<file path="config.mk">
export PLATFORM = sky130hd
export DESIGN_NAME = sram_async_ctrl
export DESIGN_NICKNAME = d
export VERILOG_FILES = /design/src/rtl/sram_ctrl_pkg.sv /design/src/rtl/sram_req_capture.sv /design/src/rtl/sram_seq_fsm.sv /design/src/rtl/sram_dq_path.sv /design/src/rtl/sram_async_ctrl.sv
export SDC_FILE = /design/constraint.sdc
export NUM_CORES = 1
export LEC_CHECK = 0
export ABC_AREA = 1
export CORE_ASPECT_RATIO = 1.25
export CORE_MARGIN = 10
export CORE_UTILIZATION = 33
export CTS_CLUSTER_DIAMETER = 80
export DETAILED_ROUTE_END_ITERATION = 10
export DONT_BUFFER_PORTS = 1
export MAX_ROUTING_LAYER = met4
export SYNTH_ARGS = -nofsm -noshare
export SYNTH_HDL_FRONTEND = slang
export SYNTH_HIERARCHICAL = 1
export SYNTH_SLANG_ARGS = --single-unit
</file>
<file path="constraint.sdc">
create_clock -name clk_i -period 3 [get_ports clk_i]
set_clock_uncertainty 0.2 [all_clocks]
set_input_delay 0.45 -clock clk_i [delete_from_list [all_inputs] [get_ports clk_i]]
set_output_delay 0.45 -clock clk_i [all_outputs]
set_load 0.01 [all_outputs]
</file>
<file path="src/rtl/sram_ctrl_pkg.sv">
package sram_ctrl_pkg;

  typedef enum logic [2:0] {
    ST_IDLE,
    ST_LEAD,
    ST_RD_ACC,
    ST_WR_PULSE,
    ST_WR_HOLD,
    ST_RECOV
  } seq_state_e;

  // cycles needed to cover t_ps, never below one
  function automatic int unsigned cyc_ceil(int unsigned t_ps, int unsigned clk_ps);
    int unsigned n;
    n = (t_ps + clk_ps - 1) / clk_ps;
    if (n < 1) n = 1;
    return n;
  endfunction

  function automatic int unsigned max2(int unsigned a, int unsigned b);
    return (a > b) ? a : b;
  endfunction

endpackage

</file>
<file path="src/rtl/sram_req_capture.sv">
module sram_req_capture #(
  parameter int unsigned ADDR_W = 15,
  parameter int unsigned DATA_W = 8
) (
  input  logic              clk_i,
  input  logic              rst_ni,
  input  logic              load_i,
  input  logic [ADDR_W-1:0] addr_i,
  input  logic [DATA_W-1:0] wdata_i,
  input  logic              wr_i,
  output logic [ADDR_W-1:0] addr_q_o,
  output logic [DATA_W-1:0] wdata_q_o,
  output logic              wr_q_o
);

  always_ff @(posedge clk_i or negedge rst_ni) begin
    if (!rst_ni) begin
      addr_q_o  <= '0;
      wdata_q_o <= '0;
      wr_q_o    <= 1'b0;
    end else if (load_i) begin
      addr_q_o  <= addr_i;
      wdata_q_o <= wdata_i;
      wr_q_o    <= wr_i;
    end
  end

endmodule

</file>
<file path="src/rtl/sram_seq_fsm.sv">
module sram_seq_fsm
  import sram_ctrl_pkg::*;
#(
  parameter int unsigned N_RD   = 1,
  parameter int unsigned N_WP   = 1,
  parameter int unsigned N_HZOE = 1,
  parameter int unsigned N_RC   = 1,
  parameter int unsigned CNT_W  = 2,
  parameter int unsigned RC_W   = 2
) (
  input  logic clk_i,
  input  logic rst_ni,
  input  logic req_i,
  input  logic wr_i,
  input  logic wr_q_i,
  output logic ready_o,
  output logic accept_o,
  output logic sample_o,
  output logic ce_n_o,
  output logic we_n_o,
  output logic oe_n_o,
  output logic drive_o
);

  localparam logic [CNT_W-1:0] RD_LOAD = CNT_W'(N_RD - 1);
  localparam logic [CNT_W-1:0] WP_LOAD = CNT_W'(N_WP - 1);
  localparam logic [CNT_W-1:0] HZ_LOAD = CNT_W'(N_HZOE - 1);
  localparam logic [RC_W-1:0]  RC_LIM  = RC_W'(N_RC - 1);

  seq_state_e       state_q, state_d;
  logic [CNT_W-1:0] cnt_q, cnt_d;
  logic [RC_W-1:0]  cyc_q;
  logic             cyc_ok;
  logic             drive_d;

  assign ready_o  = (state_q == ST_IDLE);
  assign accept_o = ready_o && req_i;
  assign sample_o = (state_q == ST_RD_ACC) && (cnt_q == '0);
  assign cyc_ok   = (cyc_q >= RC_LIM);

  always_comb begin
    state_d = state_q;
    cnt_d   = cnt_q;
    unique case (state_q)
      ST_IDLE: if (req_i) state_d = ST_LEAD;
      ST_LEAD: begin
        if (wr_q_i) begin
          state_d = ST_WR_PULSE;
          cnt_d   = WP_LOAD;
        end else begin
          state_d = ST_RD_ACC;
          cnt_d   = RD_LOAD;
        end
      end
      ST_RD_ACC: begin
        if (cnt_q == '0) begin
          state_d = ST_RECOV;
          cnt_d   = HZ_LOAD;
        end else begin
          cnt_d = cnt_q - 1'b1;
        end
      end
      ST_WR_PULSE: begin
        if (cnt_q == '0) state_d = ST_WR_HOLD;
        else             cnt_d   = cnt_q - 1'b1;
      end
      ST_WR_HOLD: begin
        state_d = ST_RECOV;
        cnt_d   = '0;
      end
      ST_RECOV: begin
        if (cnt_q == '0) begin
          if (cyc_ok) state_d = ST_IDLE;
        end else begin
          cnt_d = cnt_q - 1'b1;
        end
      end
      default: state_d = ST_IDLE;
    endcase
  end

  // bus is driven in the write lead cycle only when the accepted request is a write
  assign drive_d = ((state_d == ST_LEAD) && wr_i) ||
                   (state_d == ST_WR_PULSE) || (state_d == ST_WR_HOLD);

  always_ff @(posedge clk_i or negedge rst_ni) begin
    if (!rst_ni) begin
      state_q <= ST_IDLE;
      cnt_q   <= '0;
      ce_n_o  <= 1'b1;
      we_n_o  <= 1'b1;
      oe_n_o  <= 1'b1;
      drive_o <= 1'b0;
    end else begin
      state_q <= state_d;
      cnt_q   <= cnt_d;
      ce_n_o  <= !((state_d == ST_RD_ACC) || (state_d == ST_WR_PULSE));
      we_n_o  <= !(state_d == ST_WR_PULSE);
      oe_n_o  <= !(state_d == ST_RD_ACC);
      drive_o <= drive_d;
    end
  end

  // cycles since acceptance, saturating at the cycle-time limit
  always_ff @(posedge clk_i or negedge rst_ni) begin
    if (!rst_ni)                          cyc_q <= RC_LIM;
    else if (accept_o)                    cyc_q <= '0;
    else if (!ready_o && (cyc_q < RC_LIM)) cyc_q <= cyc_q + 1'b1;
  end

endmodule

</file>
<file path="src/rtl/sram_dq_path.sv">
module sram_dq_path #(
  parameter int unsigned DATA_W = 8
) (
  input  logic              clk_i,
  input  logic              rst_ni,
  input  logic              drive_i,
  input  logic              sample_i,
  input  logic [DATA_W-1:0] wdata_q_i,
  input  logic [DATA_W-1:0] mem_dq_i,
  output logic [DATA_W-1:0] mem_dq_o,
  output logic              mem_dq_oe_o,
  output logic [DATA_W-1:0] rdata_o,
  output logic              rvalid_o
);

  assign mem_dq_o    = wdata_q_i;
  assign mem_dq_oe_o = drive_i;

  always_ff @(posedge clk_i or negedge rst_ni) begin
    if (!rst_ni) begin
      rdata_o  <= '0;
      rvalid_o <= 1'b0;
    end else begin
      rvalid_o <= sample_i;
      if (sample_i) rdata_o <= mem_dq_i;
    end
  end

endmodule

</file>
<file path="src/rtl/sram_async_ctrl.sv">
module sram_async_ctrl
  import sram_ctrl_pkg::*;
#(
  parameter int unsigned ADDR_W        = 15,
  parameter int unsigned DATA_W        = 8,
  parameter int unsigned CLK_PERIOD_PS = 20000,
  parameter int unsigned T_RC_PS       = 10000,
  parameter int unsigned T_AA_PS       = 10000,
  parameter int unsigned T_DOE_PS      = 5000,
  parameter int unsigned T_SCE_PS      = 8000,
  parameter int unsigned T_HZOE_PS     = 5000
) (
  input  logic              clk_i,
  input  logic              rst_ni,
  input  logic              req_i,
  output logic              ready_o,
  input  logic              wr_i,
  input  logic [ADDR_W-1:0] addr_i,
  input  logic [DATA_W-1:0] wdata_i,
  output logic [DATA_W-1:0] rdata_o,
  output logic              rvalid_o,
  output logic [ADDR_W-1:0] mem_addr_o,
  output logic              mem_ce_no,
  output logic              mem_we_no,
  output logic              mem_oe_no,
  output logic [DATA_W-1:0] mem_dq_o,
  output logic              mem_dq_oe_o,
  input  logic [DATA_W-1:0] mem_dq_i
);

  localparam int unsigned N_RD   = max2(cyc_ceil(T_AA_PS, CLK_PERIOD_PS),
                                        cyc_ceil(T_DOE_PS, CLK_PERIOD_PS));
  localparam int unsigned N_WP   = cyc_ceil(T_SCE_PS, CLK_PERIOD_PS);
  localparam int unsigned N_HZOE = cyc_ceil(T_HZOE_PS, CLK_PERIOD_PS);
  localparam int unsigned N_RC   = cyc_ceil(T_RC_PS, CLK_PERIOD_PS);
  localparam int unsigned N_MAX  = max2(max2(N_RD, N_WP), N_HZOE);
  localparam int unsigned CNT_W  = $clog2(N_MAX + 1);
  localparam int unsigned RC_W   = $clog2(N_RC + 1);

  logic              accept;
  logic              sample;
  logic              drive;
  logic              wr_q;
  logic [DATA_W-1:0] wdata_q;

  sram_req_capture #(
    .ADDR_W (ADDR_W),
    .DATA_W (DATA_W)
  ) u_capture (
    .clk_i     (clk_i),
    .rst_ni    (rst_ni),
    .load_i    (accept),
    .addr_i    (addr_i),
    .wdata_i   (wdata_i),
    .wr_i      (wr_i),
    .addr_q_o  (mem_addr_o),
    .wdata_q_o (wdata_q),
    .wr_q_o    (wr_q)
  );

  sram_seq_fsm #(
    .N_RD   (N_RD),
    .N_WP   (N_WP),
    .N_HZOE (N_HZOE),
    .N_RC   (N_RC),
    .CNT_W  (CNT_W),
    .RC_W   (RC_W)
  ) u_fsm (
    .clk_i    (clk_i),
    .rst_ni   (rst_ni),
    .req_i    (req_i),
    .wr_i     (wr_i),
    .wr_q_i   (wr_q),
    .ready_o  (ready_o),
    .accept_o (accept),
    .sample_o (sample),
    .ce_n_o   (mem_ce_no),
    .we_n_o   (mem_we_no),
    .oe_n_o   (mem_oe_no),
    .drive_o  (drive)
  );

  sram_dq_path #(
    .DATA_W (DATA_W)
  ) u_dq (
    .clk_i       (clk_i),
    .rst_ni      (rst_ni),
    .drive_i     (drive),
    .sample_i    (sample),
    .wdata_q_i   (wdata_q),
    .mem_dq_i    (mem_dq_i),
    .mem_dq_o    (mem_dq_o),
    .mem_dq_oe_o (mem_dq_oe_o),
    .rdata_o     (rdata_o),
    .rvalid_o    (rvalid_o)
  );

endmodule

</file>
# Word-level counts from Yosys, hierarchy flattened
# Index checks and enable logic that the tools add are counted.
dict set report totals {
  register_bits 42
  input_bits 35
  output_inout_bits 37
  word_cells 53
}
dict set report op_classes {
  add_sub_neg 2
  order_cmp 2
  n_eq_ne 9
  n_mux 11
  bitwise 1
  reduce_logical 16
}
# operator n
set ops {}
lappend ops {{$pmux 3 s6} 1}
lappend ops {{$mux 3} 5}
lappend ops {{$eq 3x2->1 const B} 4}
lappend ops {{$eq 3x3->1 const B} 3}
lappend ops {{$eq 3x1->1 const B} 2}
lappend ops {{$logic_and 1x1->1} 4}
lappend ops {{$logic_not 1->1} 4}
lappend ops {{$mux 1} 4}
lappend ops {{$reduce_bool 2->1} 2}
lappend ops {{$logic_not 3->1} 1}
lappend ops {{$logic_or 1x1->1} 3}
lappend ops {{$reduce_or 3->1} 1}
lappend ops {{$pmux 1 s2} 1}
lappend ops {{$reduce_or 2->1} 1}
lappend ops {{$add 1x1->1 const B} 1}
lappend ops {{$ge 1x1->1 const B} 1}
lappend ops {{$lt 1x1->1 const B} 1}
lappend ops {{$not 1->1} 1}
lappend ops {{$sub 1x1->1 const B} 1}

# Depth between registers and ports, before layout
dict set report logic_depth {
  depth_word 8
  ltp_mapped 8
  mapped_depth_nobuf 6
}

# Cells and area by module
# Netlist, hierarchy kept.
# module n_inst cells_each area_each_um2 seq_area_each_um2
set by_module_without_submodules {}
lappend by_module_without_submodules {sram_req_capture 1 102 974.7 600.6}
lappend by_module_without_submodules {sram_dq_path 1 44 397.9 225.2}
lappend by_module_without_submodules {sram_seq_fsm 1 31 316.6 178.9}

# Least setup slack after synthesis
# No wires, ideal clock.
dict set report synth_timing {
  path_type {register to register}
  from {reg u_fsm.state_q[0]}
  to {reg u_capture.addr_q_o[0]}
  setup_ns 0.116
  t_arrival_ns 1.161
  t_required_ns 2.684
  setup_slack_ns 1.523
  stages_incl_launch_ff 9
  path_buffers 2
  period_less_slack_ns 1.477
  path_cell_list {dfrtp_1 nor2_2 nand3_2 inv_1 buf_6 inv_8 buf_12 nand2_2 nand2_1}
}
dict set report synth_between {
  elab_chain_len 2
}
# element line_no
set synth_lines {}
lappend synth_lines {{start, declared} sram_seq_fsm.sv:30} ;# seq_state_e state_q, state_d;
lappend synth_lines {{start signal, assigned} sram_seq_fsm.sv:95} ;# state_q <= state_d;
lappend synth_lines {{$logic_not 3->1} sram_seq_fsm.sv:36} ;# assign ready_o = (state_q == ST_IDLE);
lappend synth_lines {{$logic_and 1x1->1} sram_seq_fsm.sv:37} ;# assign accept_o = ready_o && req_i;
lappend synth_lines {{net accept} sram_async_ctrl.sv:40} ;# logic accept;
lappend synth_lines {{end signal, assigned} sram_req_capture.sv:22} ;# addr_q_o <= addr_i;
lappend synth_lines {{end, declared} sram_req_capture.sv:11} ;# output logic [ADDR_W-1:0] addr_q_o,
# The timed path passes the listed nets, and every way through them passes these cells.
# A chain may end at the register's enable or synchronous reset.

# Worst setup path in the final report
dict set report layout_timing {
  from {reg u_fsm.state_q[0]}
  to {out ready_o}
}
dict set report layout_between {
  elab_chain_len 1
}
# element line_no
set layout_lines {}
lappend layout_lines {{$logic_not 3->1} sram_seq_fsm.sv:36}
lappend layout_lines {{end, declared} sram_async_ctrl.sv:16} ;# output logic ready_o,
# Every way passes these cells.

==> results_dict.tcl <==
set metrics [dict create \
    status "completed" \
    drt_iter0_markers 66 \
    grt_use_total_pct 9.468 \
    coreArea_mm2 0.005007 \
    drv_slew 0 \
    wl_met3_um 330 \
    met1_length_um 1538 \
    synth_nets 212 \
    syn_area_mm2 0.001689 \
    reg2reg_to "u_capture/addr_q_o[5]" \
    synth_top_family_by_area "simple AND/OR/NAND/NOR gates" \
    diodes 0 \
    slew_headroom_pct 78.36 \
    synth_top_area_cell "dfrtp_1" \
    synth_edf_count 0 \
    worstMarginPinSlew_ns 0.3242 \
    yosysTopAreaCellShare_pct 54.81 \
    avgSynthCellArea_um2 9.543 \
    ant_nets 0 \
    worstSetupStartpointType "flip-flop" \
    seq_area_mm2 0.001005 \
    fin_tns_setup_ns 0 \
    r2r_cells 6 \
    nets 208 \
    worstPathRequired_ns 2.35 \
    synth-compound-area-share_pct 0.7407 \
    synth_area_leaders "dfrtp_1, nand2_1, dfstp_2, buf_4, nand2_2" \
    ys_ff_latch 40 \
    powerDensity_mw_per_mm2 1121 \
    cts_setup_buffers 0 \
    die_y_um 99.99 \
    cts_buffers 5 \
    routed_wl_um 3936 \
    grt_pass1_vias 1104 \
    p_leak_nw 0.9349 \
    initial_core_util_pct 33.73 \
    crit_path_max_fanout 7 \
    crit_arrival_ns 1.17 \
    finalHoldViolCount 0 \
    synthCells 177 \
    clk_pin_slew_ns 0.07 \
    worst_r2r_startpoint "u_fsm/state_q[0]" \
    crit_start "u_fsm/state_q[0]" \
    fmax_mhz 550.9 \
    grt_max_degree 41 \
    rrSetupSlack_ns 1.18 \
    hold_path.class "input port to flip-flop" \
    async_reset_ff_share_pct 100.0 \
    synthTopCellsByCount "nand2_1, dfrtp_1, nand2_2" \
    crit_path_end_kind "output pin" \
    synth.most_common_cell "nand2_1" \
    gp_congestion 0.8223 \
    synthMuxAreaShare_pct 0 \
    totalPowerFinal_w 0.001967 \
    synthDistinctLibCells 20 \
    multi_input_area_um2 486.7 \
    crit_type "flip-flop to output pin" \
    setup_viol_count_final 0 \
    drc_errors 0 \
    portBuffers 0 \
    cts.sinks 40 \
    routedWlPerCell_um 16.68 \
    final_util_pct 35.06 \
    dr.max_layer_used "met4" \
    gr-total-overflow 0 \
    ys_warn_count 6 \
    drt_pass1_iterations 4 \
    fin_crit_ns 1.815 \
    cts_buffer_depth 2 \
    rsz0062_at_grt "no" \
    peakVddDrop_uv 284.9 \
    die_area_mm2 0.008398 \
    synthXorXnorAreaFrac_pct 0 \
    cts_resized 0 \
    die_w_um 83.99 \
    cts_htree_levels 2 \
    post-place-ws_ns 1.228 \
    clkLatencyLatePin_ns 0.28 \
    root_buffer "clkbuf_8" \
    via_per_inst 4.551 \
    cts_tree "done" \
    antenna_found_initial 0 \
    hold_slack_ns 0.07726 \
    dp.final_hpwl_um 2967 \
    yosysSeqAreaShare_pct 59.48 \
    fillers 526 \
    grt_pass1_wl_um 6134 \
    pin_count 72 \
    wl_met2_um 2000 \
    synth_ff_type "dfrtp_1" \
    areaGrowthSynthToFinish_pct 3.926 \
    drv_cap 0 \
    crit_end "ready_o" \
    num_rows 29 \
    yosys.area_share.adder_pct 0 \
    finalCritPeriodShare_pct 60.50 \
    drive_above_1_share_pct 17.24 \
    yosys.area_share.simple_pct 28.07 \
    finalWorstSetupSlack_ns 1.185 \
    via_count 1074 \
]
## final cells by class
cell class                      instances  area share (%)
Clock buffer                            8           5.132
Inverter                                8           2.922
Multi-Input combinational cell        114           27.73
Sequential cell                        40           57.23
Tap cell                               62           4.419
Timing Repair Buffer                    4           2.566
## registers in the layout, indices dropped and copies added (netlist names)
| name | count |
|---|---|
| u_fsm/state_q | 3 |
| u_capture/wdata_q_o | 8 |
| u_dq/rvalid_o | 1 |
| u_dq/rdata_o | 8 |
| u_fsm/oe_n_o | 1 |
| u_fsm/we_n_o | 1 |
| u_fsm/ce_n_o | 1 |
| u_capture/addr_q_o | 15 |
| u_capture/wr_q_o | 1 |
| u_fsm/drive_o | 1 |
## how the worst min path moves through the flow
stage | to | cells past startpoint | slack (ns) | start
final | u_dq/rdata_o[6] | 2 | 0.08 | mem_dq_i[6]
after detailed placement | u_fsm/state_q[1] | 0 | -0.04 | rst_ni
after global routing | u_capture/addr_q_o[12] | 2 | 0.07 | addr_i[12]
after global placement | u_fsm/drive_o | 0 | -0.04 | rst_ni
after floorplan | u_capture/addr_q_o[0] | 0 | -0.05 | rst_ni
after CTS | u_capture/addr_q_o[13] | 2 | 0.07 | addr_i[13]
## report_power, final
part           switching, W  internal [W]  leakage (nW)  total (W)
Clock              0.000173      0.000188        0.0455   0.000361
Sequential         0.000313      0.000799         0.493    0.00111
Combinational      0.000306      0.000189         0.396   0.000494
## cells by family (layout without fill, tap and decap cells)
kind of cell           after synthesis  count (layout)
and+or+nand+nor                    112             112
AOI/OAI and AO/OA                    2               2
buffers and inverters               23              20
DFF                                 40              40
## layer usage
metal / vias to the layer above / GRT usage (%)
li1: 519 / -
met1: 503 / 9.971
met2: 48 / 15.06
met3: 4 / 4.214
met4: 0 / 4.258
met5: - / -
## timing repair
item                       CTS  global route
setup endpoints to repair    0             0
hold buffers                 2             0
hold endpoints to repair    40             0
## per-stage QoR
stage          cell area, um^2  instances
2_1_floorplan             1689        177
3_3_place_gp              1635        226
3_5_place_dp              1635        226
4_1_cts                   1755        236
5_1_grt                   1755        236
6_report                  1755        236
## cell usage in the layout, fill, tap and decap left out, drive strengths merged
cell         instances
nand2              104
dfrtp               37
clkbuf               8
inv                  7
nand3                4
dfstp                3
buf                  3
nor2                 2
nand4                2
dlygate4sd3          1
bufinv               1
o21ai                1
o211ai               1
## critical path: stages (launching register included)
cell and delay, ns:
dfrtp_1 0.47, nor2_2 0.22, nand2_1 0.09, inv_1 0.11
Note: power is estimated with default switching activity, not from simulation.
